File: config.mk
export PLATFORM = sky130hd
export DESIGN_NAME = exc_detect_unit
export DESIGN_NICKNAME = d
export VERILOG_FILES = /design/src/rtl/exc_pkg.sv /design/src/rtl/exc_src_check.sv /design/src/rtl/exc_prio_enc.sv /design/src/rtl/exc_state_regs.sv /design/src/rtl/exc_detect_unit.sv
export SDC_FILE = /design/constraint.sdc
export NUM_CORES = 1
export LEC_CHECK = 0
export BUFFER_PORTS_ARGS = -buffer_cell sky130_fd_sc_hd__clkbuf_2
export CAP_MARGIN = 0
export CELL_PAD_IN_SITES_DETAIL_PLACEMENT = 0
export CELL_PAD_IN_SITES_GLOBAL_PLACEMENT = 1
export CORE_UTILIZATION = 24
export DETAILED_ROUTE_END_ITERATION = 7
export PLACE_DENSITY = 0.74
export SLEW_MARGIN = 40
export SYNTH_ARGS = -nofsm -noshare
export SYNTH_HDL_FRONTEND = slang
export SYNTH_SLANG_ARGS = --single-unit
File: constraint.sdc
create_clock -name clk -period 3.3 [get_ports clk]
set_clock_uncertainty 0.15 [all_clocks]
set_input_delay 0.66 -clock clk [delete_from_list [all_inputs] [get_ports clk]]
set_output_delay 0.66 -clock clk [all_outputs]
set_load 0.03 [all_outputs]
File: src/rtl/exc_pkg.sv
package exc_pkg;
  localparam int N_SRC = 6;

  // source index = priority rank (0 highest)
  localparam int SRC_IADDR = 0;
  localparam int SRC_OPC   = 1;
  localparam int SRC_DIVZ  = 2;
  localparam int SRC_DADDR = 3;
  localparam int SRC_OVF   = 4;
  localparam int SRC_IRQ   = 5;

  localparam int IDX_W = $clog2(N_SRC);

  typedef enum logic [2:0] {
    CAUSE_IRQ   = 3'd0,
    CAUSE_IADDR = 3'd1,
    CAUSE_OPC   = 3'd2,
    CAUSE_DIVZ  = 3'd3,
    CAUSE_DADDR = 3'd4,
    CAUSE_OVF   = 3'd5
  } cause_e;

  localparam logic [5:0] OPC_DIV   = 6'h1A;
  localparam logic [5:0] OPC_LOAD  = 6'h23;
  localparam logic [5:0] OPC_STORE = 6'h2B;

  localparam int STEP_FETCH  = 1;
  localparam int STEP_DECODE = 2;
  localparam int STEP_EXEC   = 3;
  localparam int STEP_ALUDONE = 4;

  function automatic cause_e src_to_cause(input logic [IDX_W-1:0] idx);
    case (idx)
      IDX_W'(SRC_IADDR): src_to_cause = CAUSE_IADDR;
      IDX_W'(SRC_OPC):   src_to_cause = CAUSE_OPC;
      IDX_W'(SRC_DIVZ):  src_to_cause = CAUSE_DIVZ;
      IDX_W'(SRC_DADDR): src_to_cause = CAUSE_DADDR;
      IDX_W'(SRC_OVF):   src_to_cause = CAUSE_OVF;
      default:           src_to_cause = CAUSE_IRQ;
    endcase
  endfunction
endpackage

File: src/rtl/exc_src_check.sv
module exc_src_check
  import exc_pkg::*;
#(
  parameter int STEP_W = 3,
  parameter int ADDR_W = 32,
  parameter int DATA_W = 32,
  parameter int WORD_BYTES = 4,
  parameter logic [ADDR_W-1:0] IMEM_SIZE = 32'h0000_4000,
  parameter logic [ADDR_W-1:0] DMEM_BASE = 32'h1000_0000,
  parameter logic [ADDR_W-1:0] DMEM_SIZE = 32'h0001_0000
) (
  input  logic [STEP_W-1:0] step_i,
  input  logic [5:0]        opcode_i,
  input  logic              opc_valid_i,
  input  logic [DATA_W-1:0] divisor_i,
  input  logic              ovf_i,
  input  logic [ADDR_W-1:0] pc_i,
  input  logic [ADDR_W-1:0] daddr_i,
  input  logic              irq_i,
  output logic [N_SRC-1:0]  hit_o
);
  localparam int AL = $clog2(WORD_BYTES);

  logic in_fetch, in_decode, in_exec, in_aludone;
  logic pc_bad, da_bad, is_mem, is_div;
  logic [ADDR_W-1:0] da_off;

  always_comb begin
    in_fetch   = (step_i == STEP_W'(STEP_FETCH));
    in_decode  = (step_i == STEP_W'(STEP_DECODE));
    in_exec    = (step_i == STEP_W'(STEP_EXEC));
    in_aludone = (step_i == STEP_W'(STEP_ALUDONE));

    is_div = (opcode_i == OPC_DIV);
    is_mem = (opcode_i == OPC_LOAD) || (opcode_i == OPC_STORE);

    pc_bad = (pc_i[AL-1:0] != '0) || (pc_i >= IMEM_SIZE);
    da_off = daddr_i - DMEM_BASE;
    da_bad = (daddr_i[AL-1:0] != '0) || (daddr_i < DMEM_BASE) || (da_off >= DMEM_SIZE);

    hit_o            = '0;
    hit_o[SRC_IADDR] = in_fetch && pc_bad;
    hit_o[SRC_OPC]   = in_decode && !opc_valid_i;
    hit_o[SRC_DIVZ]  = in_exec && is_div && (divisor_i == '0);
    hit_o[SRC_DADDR] = in_exec && is_mem && da_bad;
    hit_o[SRC_OVF]   = in_aludone && ovf_i;
    hit_o[SRC_IRQ]   = irq_i;
  end
endmodule

File: src/rtl/exc_prio_enc.sv
module exc_prio_enc #(
  parameter int N = 6,
  localparam int IW = $clog2(N)
) (
  input  logic          clk,
  input  logic          rst_sn,
  input  logic [N-1:0]  req_i,
  output logic [N-1:0]  grant_o,
  output logic [IW-1:0] idx_o,
  output logic          any_o
);
  logic [N:0] free;   // free[i]: no request at index below i

  assign free[0] = 1'b1;

  for (genvar i = 0; i < N; i++) begin : g_chain
    assign grant_o[i] = req_i[i] & free[i];
    assign free[i+1]  = free[i] & ~req_i[i];
  end

  always_comb begin
    idx_o = '0;
    for (int k = N - 1; k >= 0; k--) begin
      if (req_i[k]) idx_o = IW'(k);
    end
  end

  assign any_o = ~free[N];


  grant_onehot_chk: assert property (@(posedge clk) disable iff (!rst_sn)
    $onehot0(grant_o));


  grant_needs_req_chk: assert property (@(posedge clk) disable iff (!rst_sn)
    (grant_o & ~req_i) == '0);
endmodule

File: src/rtl/exc_state_regs.sv
module exc_state_regs
  import exc_pkg::*;
#(
  parameter int ADDR_W = 32
) (
  input  logic              clk,
  input  logic              rst_sn,
  input  logic              take_i,
  input  cause_e            cause_i,
  input  logic [ADDR_W-1:0] pc_i,
  output cause_e            cause_o,
  output logic [ADDR_W-1:0] epc_o
);
  cause_e            cause_q, cause_d;
  logic [ADDR_W-1:0] epc_q, epc_d;
  logic              load_en;

  always_comb begin
    load_en = take_i;
    cause_d = cause_q;
    epc_d   = epc_q;
    if (load_en) begin
      cause_d = cause_i;
      epc_d   = pc_i;
    end
  end

  always_ff @(posedge clk or negedge rst_sn) begin
    if (!rst_sn) begin
      cause_q <= CAUSE_IRQ;
      epc_q   <= '0;
    end else begin
      cause_q <= cause_d;
      epc_q   <= epc_d;
    end
  end

  assign cause_o = cause_q;
  assign epc_o   = epc_q;


  hold_when_idle_chk: assert property (@(posedge clk) disable iff (!rst_sn)
    !take_i |=> ($stable(cause_q) && $stable(epc_q)));


  epc_capture_chk: assert property (@(posedge clk) disable iff (!rst_sn)
    take_i |=> (epc_q == $past(pc_i) && cause_q == $past(cause_i)));
endmodule

File: src/rtl/exc_detect_unit.sv
module exc_detect_unit
  import exc_pkg::*;
#(
  parameter int STEP_W = 3,
  parameter int ADDR_W = 32,
  parameter int DATA_W = 32,
  parameter int WORD_BYTES = 4,
  parameter logic [ADDR_W-1:0] IMEM_SIZE    = 32'h0000_4000,
  parameter logic [ADDR_W-1:0] DMEM_BASE    = 32'h1000_0000,
  parameter logic [ADDR_W-1:0] DMEM_SIZE    = 32'h0001_0000,
  parameter logic [ADDR_W-1:0] HANDLER_ADDR = 32'h0000_3F00
) (
  input  logic              clk,
  input  logic              rst_n,
  input  logic [STEP_W-1:0] step_i,
  input  logic [5:0]        opcode_i,
  input  logic              opc_valid_i,
  input  logic [DATA_W-1:0] divisor_i,
  input  logic              ovf_i,
  input  logic [ADDR_W-1:0] pc_i,
  input  logic [ADDR_W-1:0] daddr_i,
  input  logic              irq_i,
  input  logic              regwr_req_i,
  input  logic              memwr_req_i,
  output logic              regwr_o,
  output logic              memwr_o,
  output logic              abort_o,
  output logic [ADDR_W-1:0] vector_o,
  output logic [2:0]        cause_o,
  output logic [ADDR_W-1:0] epc_o
);
  // reset: asserted asynchronously, released on a clock edge
  logic rst_meta, rst_sn;

  always_ff @(posedge clk or negedge rst_n) begin
    if (!rst_n) begin
      rst_meta <= 1'b0;
      rst_sn   <= 1'b0;
    end else begin
      rst_meta <= 1'b1;
      rst_sn   <= rst_meta;
    end
  end

  logic [N_SRC-1:0] hit, grant;
  logic [IDX_W-1:0] win_idx;
  logic             any_hit, take;
  cause_e           sel_cause, rec_cause;

  exc_src_check #(
    .STEP_W(STEP_W), .ADDR_W(ADDR_W), .DATA_W(DATA_W), .WORD_BYTES(WORD_BYTES),
    .IMEM_SIZE(IMEM_SIZE), .DMEM_BASE(DMEM_BASE), .DMEM_SIZE(DMEM_SIZE)
  ) u_src (
    .step_i(step_i), .opcode_i(opcode_i), .opc_valid_i(opc_valid_i),
    .divisor_i(divisor_i), .ovf_i(ovf_i), .pc_i(pc_i), .daddr_i(daddr_i),
    .irq_i(irq_i), .hit_o(hit)
  );

  exc_prio_enc #(.N(N_SRC)) u_prio (
    .clk(clk), .rst_sn(rst_sn), .req_i(hit),
    .grant_o(grant), .idx_o(win_idx), .any_o(any_hit)
  );

  always_comb begin
    take      = any_hit & rst_sn;
    sel_cause = src_to_cause(win_idx);
  end

  exc_state_regs #(.ADDR_W(ADDR_W)) u_regs (
    .clk(clk), .rst_sn(rst_sn), .take_i(take), .cause_i(sel_cause),
    .pc_i(pc_i), .cause_o(rec_cause), .epc_o(epc_o)
  );

  assign regwr_o  = regwr_req_i & ~take;
  assign memwr_o  = memwr_req_i & ~take;
  assign abort_o  = take;
  assign vector_o = HANDLER_ADDR;
  assign cause_o  = rec_cause;


  wr_gate_chk: assert property (@(posedge clk) disable iff (!rst_sn)
    abort_o |-> (!regwr_o && !memwr_o));


  bad_opc_chk: assert property (@(posedge clk) disable iff (!rst_sn)
    (step_i == STEP_W'(STEP_DECODE) && !opc_valid_i) |-> abort_o);


  divz_chk: assert property (@(posedge clk) disable iff (!rst_sn)
    (step_i == STEP_W'(STEP_EXEC) && opcode_i == OPC_DIV && divisor_i == '0)
      |=> (cause_o == CAUSE_DIVZ));


  ovf_take_chk: assert property (@(posedge clk) disable iff (!rst_sn)
    (step_i == STEP_W'(STEP_ALUDONE) && ovf_i) |-> abort_o);


  irq_take_chk: assert property (@(posedge clk) disable iff (!rst_sn)
    irq_i |-> abort_o);


  epc_load_chk: assert property (@(posedge clk) disable iff (!rst_sn)
    abort_o |=> (epc_o == $past(pc_i)));
endmodule

# ---- Word level (Yosys, flattened, before mapping)
# Index checks and enable logic that the tools add are counted.
dict set report classes {
  add_sub_neg 1
  n_lt_le_gt_ge 3
  eq_ne 11
  n_mux 7
  bitwise_logic 16
  reduce_logical 16
}
# operator count
set op_table {}
lappend op_table {{greater-or-equal comparator 32 x 15 -> 1 bit (second input constant)} 1}
lappend op_table {{greater-or-equal comparator 32 x 17 -> 1 bit (second input constant)} 1}
lappend op_table {{zero test 32 bit} 1}
lappend op_table {{< comparator 32 x 29 -> 1 bit (second input constant)} 1}
lappend op_table {{subtractor 32 x 29 -> 32 bit (second input constant)} 1}
lappend op_table {{2-to-1 mux 3 bit} 6}
lappend op_table {{case mux 3 bit (5 select lines)} 1}
lappend op_table {{== test 3 x 2 -> 1 bit (second input constant)} 4}
lappend op_table {{== test 6 bit (second input constant)} 2}
lappend op_table {{AND 1 bit} 8}
lappend op_table {{NOT 1 bit} 8}
lappend op_table {{logical AND 1 bit} 7}
lappend op_table {{== test 3 x 1 -> 1 bit (second input constant)} 2}
lappend op_table {{== test 3 bit (second input constant)} 2}
lappend op_table {{== test 6 x 5 -> 1 bit (second input constant)} 1}
lappend op_table {{logical OR 1 bit} 4}
lappend op_table {{nonzero test 2 bit} 2}
lappend op_table {{zero test 3 bit} 1}
lappend op_table {{zero test 1 bit} 1}
dict set report word_totals {
  register_bits 37
  word_cells 58
}

# ---- Logic depth before layout (Yosys ltp)
# Gate-level depths: netlist (run 1).
dict set report logic_depth {
  word_depth 13
  ltp_mapped 6
  mapped_depth_nobuf 5
}

# ---- Cells and area by module
# From an unflattened synthesis (run 1), not the netlist that was laid out.
dict set report unflattened {
  cells_unflattened 170
  hier_area_um2 2198.4
}
# mod instances cells_each area_each_um2 seq_area_each_um2
set by_module_without_submodules {}
lappend by_module_without_submodules {exc_state_regs 1 74 1453.9 875.8}
lappend by_module_without_submodules {exc_detect_unit 1 45 350.3 50.0}
lappend by_module_without_submodules {exc_src_check 1 34 286.5 0.0}
lappend by_module_without_submodules {exc_prio_enc 1 17 107.6 0.0}

# ---- Worst setup path before layout (run 1)
# No wires, ideal clock.
dict set report synth_timing {
  kind {in2out}
  from {input daddr_i[0]}
  to {output memwr_o}
  arrival_time_ns 2.663
  required_time_ns 2.490
  slack_ns -0.173
  cell_stages 6
  n_path_buf 1
  cell_sequence {or4_4 nor4_2 a31oi_1 o41ai_4 buf_6 and2_1}
}
dict set report synth_via {
  elab_chain_len 12
  elab_cells_between_ends 15
  cone_classes {1 x add/sub; 2 x order compare; 8 x bitwise; 4 x reduce/logical}
}
# item line_no
set synth_lines {}
lappend synth_lines {{from (decl)} exc_detect_unit.sv:21} ;# input logic [ADDR_W-1:0] daddr_i,
lappend synth_lines {{subtractor 32 x 29 -> 32 bit (tied with other cells)} exc_src_check.sv:38} ;# da_off = daddr_i - DMEM_BASE;
lappend synth_lines {{greater-or-equal comparator 32 x 17 -> 1 bit or logical OR 1 bit (tied branches)} exc_src_check.sv:39} ;# da_bad = (daddr_i[AL-1:0] != '0) || (daddr_i < DMEM_BASE) || (da_off >= DMEM_SIZE);
lappend synth_lines {{logical OR 1 bit *} exc_src_check.sv:39}
lappend synth_lines {{logical AND 1 bit *} exc_src_check.sv:45} ;# hit_o[SRC_DADDR] = in_exec && is_mem && da_bad;
lappend synth_lines {{NOT 1 bit *} exc_prio_enc.sv:18} ;# assign free[i+1] = free[i] & ~req_i[i];
lappend synth_lines {{AND 1 bit * (3 in a row)} exc_prio_enc.sv:18}
lappend synth_lines {{NOT 1 bit *} exc_prio_enc.sv:28} ;# assign any_o = ~free[N];
lappend synth_lines {{AND 1 bit *} exc_detect_unit.sv:65} ;# take = any_hit & rst_sn;
lappend synth_lines {{NOT 1 bit *} exc_detect_unit.sv:75} ;# assign memwr_o = memwr_req_i & ~take;
lappend synth_lines {{AND 1 bit *} exc_detect_unit.sv:75}
lappend synth_lines {{to (decl)} exc_detect_unit.sv:26} ;# output logic memwr_o,
# Mark *: on every way between the ends. The rest lies on a longest branch, timed or not.

# ---- Worst setup path in the final report (run 1)
# Ends and elaborated chain as after synthesis.

==> results_dict.tcl, run 1 <==
set metrics [dict create \
    grt_pass1_vias 1562 \
    setup_viol 0 \
    max_freq_mhz 307.7 \
    syn_avg_cell_area_um2 12.71 \
    core_area_um2 8175 \
    drtIter0Drc 25 \
    critPathKind "in2out" \
    drc 0 \
    grt_use_total_pct 11.55 \
    place.gp.congestion 0.6889 \
    drive_above_1_share_pct 60.71 \
    syn2layout_area_growth_pct 42.72 \
    cp_max_fo 4 \
    root_buffer "clkbuf_8" \
    synth_area_um2 2021 \
    ioPinCount 182 \
    ant_nets 0 \
    endpoint_kind "output pin" \
    drv_cap 0 \
    crit_start "daddr_i[0]" \
    p_per_area_nw_per_um2 467.1 \
    worst_pin_slew_ps 593.2 \
    maxSlewViolCount 0 \
    die_w_um 93.76 \
    r2r-end "u_regs.epc_o[24]" \
    hp-class "reg2async" \
    grt_max_degree 25 \
    synth_ff_type "dfrtp_1" \
    p_leak_nw 1.533 \
    slowest_delay_ps 540 \
    final_cell_mix "clkbuf_2 (133), dfrtp_1 (36), conb_1 (33), mux2_4 (20), nor4_1 (12)" \
    htreeDepth 2 \
    cp-start-kind "input pin" \
    reg2reg_depth 5 \
    hold_viol_final 0 \
    power_w 0.001347 \
    cts_made_buffers 5 \
    clk_pin_slew_worst_paths_ps 70 \
    rows 33 \
    async_reset_ff_share_pct 100.0 \
    die_h_um 93.76 \
    synthTopCellsByArea "dfrtp_1 (46%), mux2_4 (15%), buf_4 (12%)" \
    setup_tns_ps 0 \
    clk_latency_ps 280 \
    num_vias 1688 \
    layout_commonest_cell "clkbuf_2" \
    rsz0062_at_grt "true" \
    io_buffers 135 \
    nets 419 \
    dieArea_um2 8791 \
    wl_per_cell_um 12.16 \
    yosysTopAreaCell "dfrtp_1" \
    viasPerCell 4.087 \
    drt_wl_total_mm 5.024 \
    peakVddDrop_mv 0.1865 \
    crit_end "memwr_o" \
    crit_chain "clkbuf_2, or4_4, nor4_4, a31oi_4, o41ai_4, buf_4, and2_4, buf_6" \
    cpMaxStageDelayCell "or4_4" \
    yosysSeqAreaShare_pct 45.82 \
    gr-total-overflow 0 \
    period_share_pct 98.48 \
    dr.pass1.iters 4 \
    ys_warn_count 0 \
    r2r_slack_ps 1290 \
    synth.distinct_cells 34 \
    antenna_found_initial 0 \
    dp_hpwl_mm 4.183 \
    yosysTopAreaCellShare_pct 45.82 \
    r2r_start "rst_sn" \
    cts_sinks 37 \
    tritoncts "yes" \
    initial_utilization_pct 24.72 \
    slew_headroom_pct 59.90 \
    arrival_ps 2440 \
    timing.final.crit_period_ps 3250 \
    cp.required_ps 2490 \
    n_antenna_cell 0 \
    ys_ff_latch 37 \
    cts_buffer_depth 2 \
    synth_edf_count 0 \
    grt_pass1_wl_mm 7.783 \
    status "completed" \
    syn_inst 159 \
]
[metal layers]
layer / wire (um) / vias to the layer above / GRT usage, % / share of wire [%]
li1: - / 811 / - / -
met1: 2232 / 810 / 15.05 / 44
met2: 2544 / 62 / 19.59 / 51
met3: 201 / 5 / 2.265 / 4.0
met4: 45 / 0 / 2.692 / 0.90
met5: 0 / - / 0 / 0
[synth_stat cells (2+ instances only)]
master    number
dfrtp_1       37
buf_4         32
mux2_4        20
nor4_1        12
mux2_1         7
mux2_2         5
inv_1          4
nor4b_1        4
a31oi_1        3
and2_1         3
buf_6          3
conb_1         2
nand4_1        2
nor2_1         2
nor4bb_1       2
o21ai_0        2
or4_1          2
[worst min-delay path by stage]
stage	start	to	cells past startpoint
2_1_floorplan	rst_meta	rst_sn	0
3_3_place_gp	rst_sn	u_regs.epc_o[31]	0
3_5_place_dp	rst_sn	u_regs.epc_o[4]	0
4_1_cts	rst_sn	u_regs.epc_o[31]	0
5_1_grt	rst_sn	u_regs.epc_o[4]	0
6_report	rst_sn	u_regs.epc_o[4]	0
[worst max-delay path, delay by kind of cell]
kind | cells | cell delay [ps]
buffers and inverters | 3 | 390
AO/OA/AOI/OAI | 2 | 390
AND/OR/NAND/NOR | 3 | 1010
[cells by family after synthesis]
logic type	count (synthesis)	synth area share, %
other	2	0.3717
and+or+nand+nor	37	12.76
AOI/OAI and AO/OA	10	4.521
DFF	37	45.82
muxes	33	22.04
buffers and inverters	40	14.49
[flip-flops by register name, summed over array words and instances, names as in the netlist]
name            cells
u_regs.cause_o      3
rst_meta            1
rst_sn              1
u_regs.epc_o       32
[power by group]
part	switching [W]	total [W]	internal, W
sequential	0.0000427	0.000566	0.000523
combinational	0.000293	0.000480	0.000187
clock	0.000150	0.000301	0.000150
[repair_timing]
action | CTS | global route
endpoints found under the hold margin | 2 | 0
gates resized for setup | 6 | 5
setup endpoints to repair | 3 | 3
hold buffers | 1 | 0
buffers inserted | 1 | 0
pin swaps | 3 | 2
[layout make-up]
cell class	instances	area, um2
Multi-Input combinational cell	113	957.2
Tap cell	105	131.4
Timing Repair Buffer	146	773.2
Clock buffer	8	80.08
Fill cell	823	5291
Inverter	4	15.01
Sequential cell	37	927.1
[stage by stage]
stage	area (um2)	hold slack, ps	util, %	setup slack [ps]	instances
finish	2884	70.55	35.28	50.23	413
global route	2884	117.7	35.28	-31.42	413
CTS	2870	87.99	35.11	7.081	413
detailed placement	2740	81.46	33.52	-139.4	403
global placement	2740	78.27	33.52	-133.6	403
floorplan	2142	181.2	-	-108.3	190
Power figures use the tool's default switching activity.
==> run 2, diff against run 1 <==
--- a/config.mk
+++ b/config.mk
@@ -9,9 +9,9 @@
 export CAP_MARGIN = 0
 export CELL_PAD_IN_SITES_DETAIL_PLACEMENT = 0
 export CELL_PAD_IN_SITES_GLOBAL_PLACEMENT = 1
-export CORE_UTILIZATION = 24
+export CORE_UTILIZATION = 26
 export DETAILED_ROUTE_END_ITERATION = 7
-export PLACE_DENSITY = 0.74
+export PLACE_DENSITY = 0.77
 export SLEW_MARGIN = 40
 export SYNTH_ARGS = -nofsm -noshare
 export SYNTH_HDL_FRONTEND = slang
==> constraint.sdc (replaced) <==
create_clock -name clk -period 3.1 [get_ports clk]
set_clock_uncertainty 0.15 [all_clocks]
set_input_delay 0.62 -clock clk [delete_from_list [all_inputs] [get_ports clk]]
set_output_delay 0.62 -clock clk [all_outputs]
set_load 0.03 [all_outputs]
==> run 2 against run 1 <==
The run now ends with negative setup slack left. Combinational power is 7.3% higher. Clock power is 14% higher. Cell count is 1.2% lower. Critical path type unchanged. Largest cell class unchanged.
==> results_dict.tcl, run 2 (synthesized netlist as in run 1, its figures left out) <==
set metrics [dict create \
    status "finished, violations left" \
    violations "negative setup slack" \
    initial_utilization_pct 27.42 \
    p_per_area_nw_per_um2 501.9 \
    setup_viol 3 \
    r2r_slack_ps 1150 \
    cts_sinks 37 \
    timing.final.crit_period_ps 3155 \
    place.gp.congestion 0.7616 \
    dp_hpwl_mm 4.090 \
    num_vias 1698 \
    max_freq_mhz 316.9 \
    endpoint_kind "output pin" \
    final_cells 408 \
    arrival_ps 2390 \
    cp_num_buf_inv 2 \
    drt_wl_total_mm 5.005 \
    drc 0 \
    syn2layout_area_growth_pct 44.27 \
    core_area_um2 7370 \
    cp_max_fo 4 \
    ant_nets 0 \
    ioPinCount 182 \
    cts_buffer_depth 2 \
    grt_max_degree 25 \
    tritoncts "yes" \
    drive_above_1_share_pct 61.81 \
    root_buffer "clkbuf_8" \
    rows 31 \
    dr.pass1.iters 4 \
    fin_area_um2 2915 \
    drv_cap 0 \
    htreeDepth 2 \
    viasPerCell 4.162 \
    slew_headroom_pct 48.83 \
    slowest_delay_ps 540 \
    critPathKind "in2out" \
    layout_commonest_cell "clkbuf_2" \
    worst_pin_slew_ps 757.2 \
    peakVddDrop_mv 0.2795 \
    grt_pass1_wl_mm 8.052 \
    drtIter0Drc 29 \
    final_cell_mix "clkbuf_2 (132), dfrtp_1 (36), conb_1 (33), mux2_4 (20)" \
    dieArea_um2 8129 \
    crit_chain "clkbuf_2, or4_4, nor4_4, a31oi_4, o41ai_4, and2_4, buf_8" \
    crit_family "simple AND/OR/NAND/NOR gates" \
    die_w_um 90.16 \
    grt_use_total_pct 12.55 \
    period_share_pct 101.8 \
    hp-class "reg2async" \
    cts_made_buffers 5 \
    clk_pin_slew_worst_paths_ps 80 \
    rsz0062_at_grt "true" \
    cp-start-kind "input pin" \
    p_leak_nw 1.550 \
    fillerInstances 751 \
    cp.required_ps 2330 \
    cpMaxStageDelayCell "or4_4" \
    dp.cells 397 \
    worst_slack_ps -55.43 \
    gr-total-overflow 0 \
    maxSlewViolCount 0 \
    antenna_found_initial 0 \
    pre_cts_slack_ps -260.3 \
    grt_pass1_vias 1657 \
    place_area_um2 2733 \
    nets 420 \
    hold_viol_final 0 \
    n_antenna_cell 0 \
    die_h_um 90.16 \
    clk_latency_ps 280 \
    wl_per_cell_um 12.27 \
    largest_reg_flops 32 \
    io_buffers 135 \
]
[run 2: changes by cell type in the layout (fill, tap and decap cells not counted), sizes merged]
| cell | change |
|---|---|
| clkbuf | -1 |
| buf | +2 |
[run 2: worst paths after layout]
kind / from / end / cells after the start
max: daddr_i[17] / memwr_o / 7
min: rst_sn / u_regs.cause_o[1] / 0
max reg2reg: rst_sn / u_regs.epc_o[25] / 4
min reg2reg: rst_sn / u_regs.cause_o[1] / 0
max in group asynchronous: rst_sn / u_regs.epc_o[13] / 1
min in group clk: rst_meta / rst_sn / 0
[run 2: final cells by class]
cell class / instances / area [um2] / share of cell area, %
multi-input cells: 113 / 960.9 / 32.96
flip-flops and latches: 37 / 927.1 / 31.80
repair buffers: 147 / 798.3 / 27.38
well taps: 99 / 123.9 / 4.249
clock buffers: 8 / 90.09 / 3.090
inverters: 4 / 15.01 / 0.5150
[run 2: per-stage QoR]
step / hold slack, ps / setup TNS [ps] / total power, W / utilization, %
after global routing: 157.4 / -364.6 / 0.001544 / 39.56
final: 95.19 / -151.3 / 0.001463 / 39.56
after CTS: 111.9 / -197.0 / 0.001485 / 39.42
after global placement: 117.0 / -3242 / 0.001113 / 37.08
after detailed placement: 104.3 / -3446 / 0.001119 / 37.08
after floorplan: 174.4 / -627.4 / 0.0009783 / -
[run 2: repair_timing]
item                                    in CTS  in global routing
hold buffers                                 1                  0
gates resized for setup                     12                  4
endpoints found under the hold margin        2                  0
endpoints found under the setup margin       3                  3
setup buffers                                2                  0
pin swaps                                    6                  0
[run 2: report_power, final]
| part | leakage, nW | total, W | internal, W | switching, W |
|---|---|---|---|---|
| combinational | 1.07 | 0.000515 | 0.000203 | 0.000313 |
| sequential | 0.436 | 0.000604 | 0.000557 | 0.0000470 |
| clock | 0.0455 | 0.000344 | 0.000181 | 0.000162 |
| total | 1.55 | 0.00146 | 0.000941 | 0.000522 |
[run 2: worst reg2reg max path, delay by kind of cell, from the launching register on]
kind	cells	cell delay [ps]
buf+inv	2	420
compound gates	1	220
flops	1	700
mux	1	340
[run 2: per-layer routing]
layer | part of all wire (%) | track usage, % | up-vias
li1 | - | - | 820
met5 | 0 | 0 | -
met3 | 6.1 | 3.469 | 5
met1 | 44 | 16.01 | 800
met2 | 50 | 21.37 | 73
met4 | 0.48 | 2.151 | 0
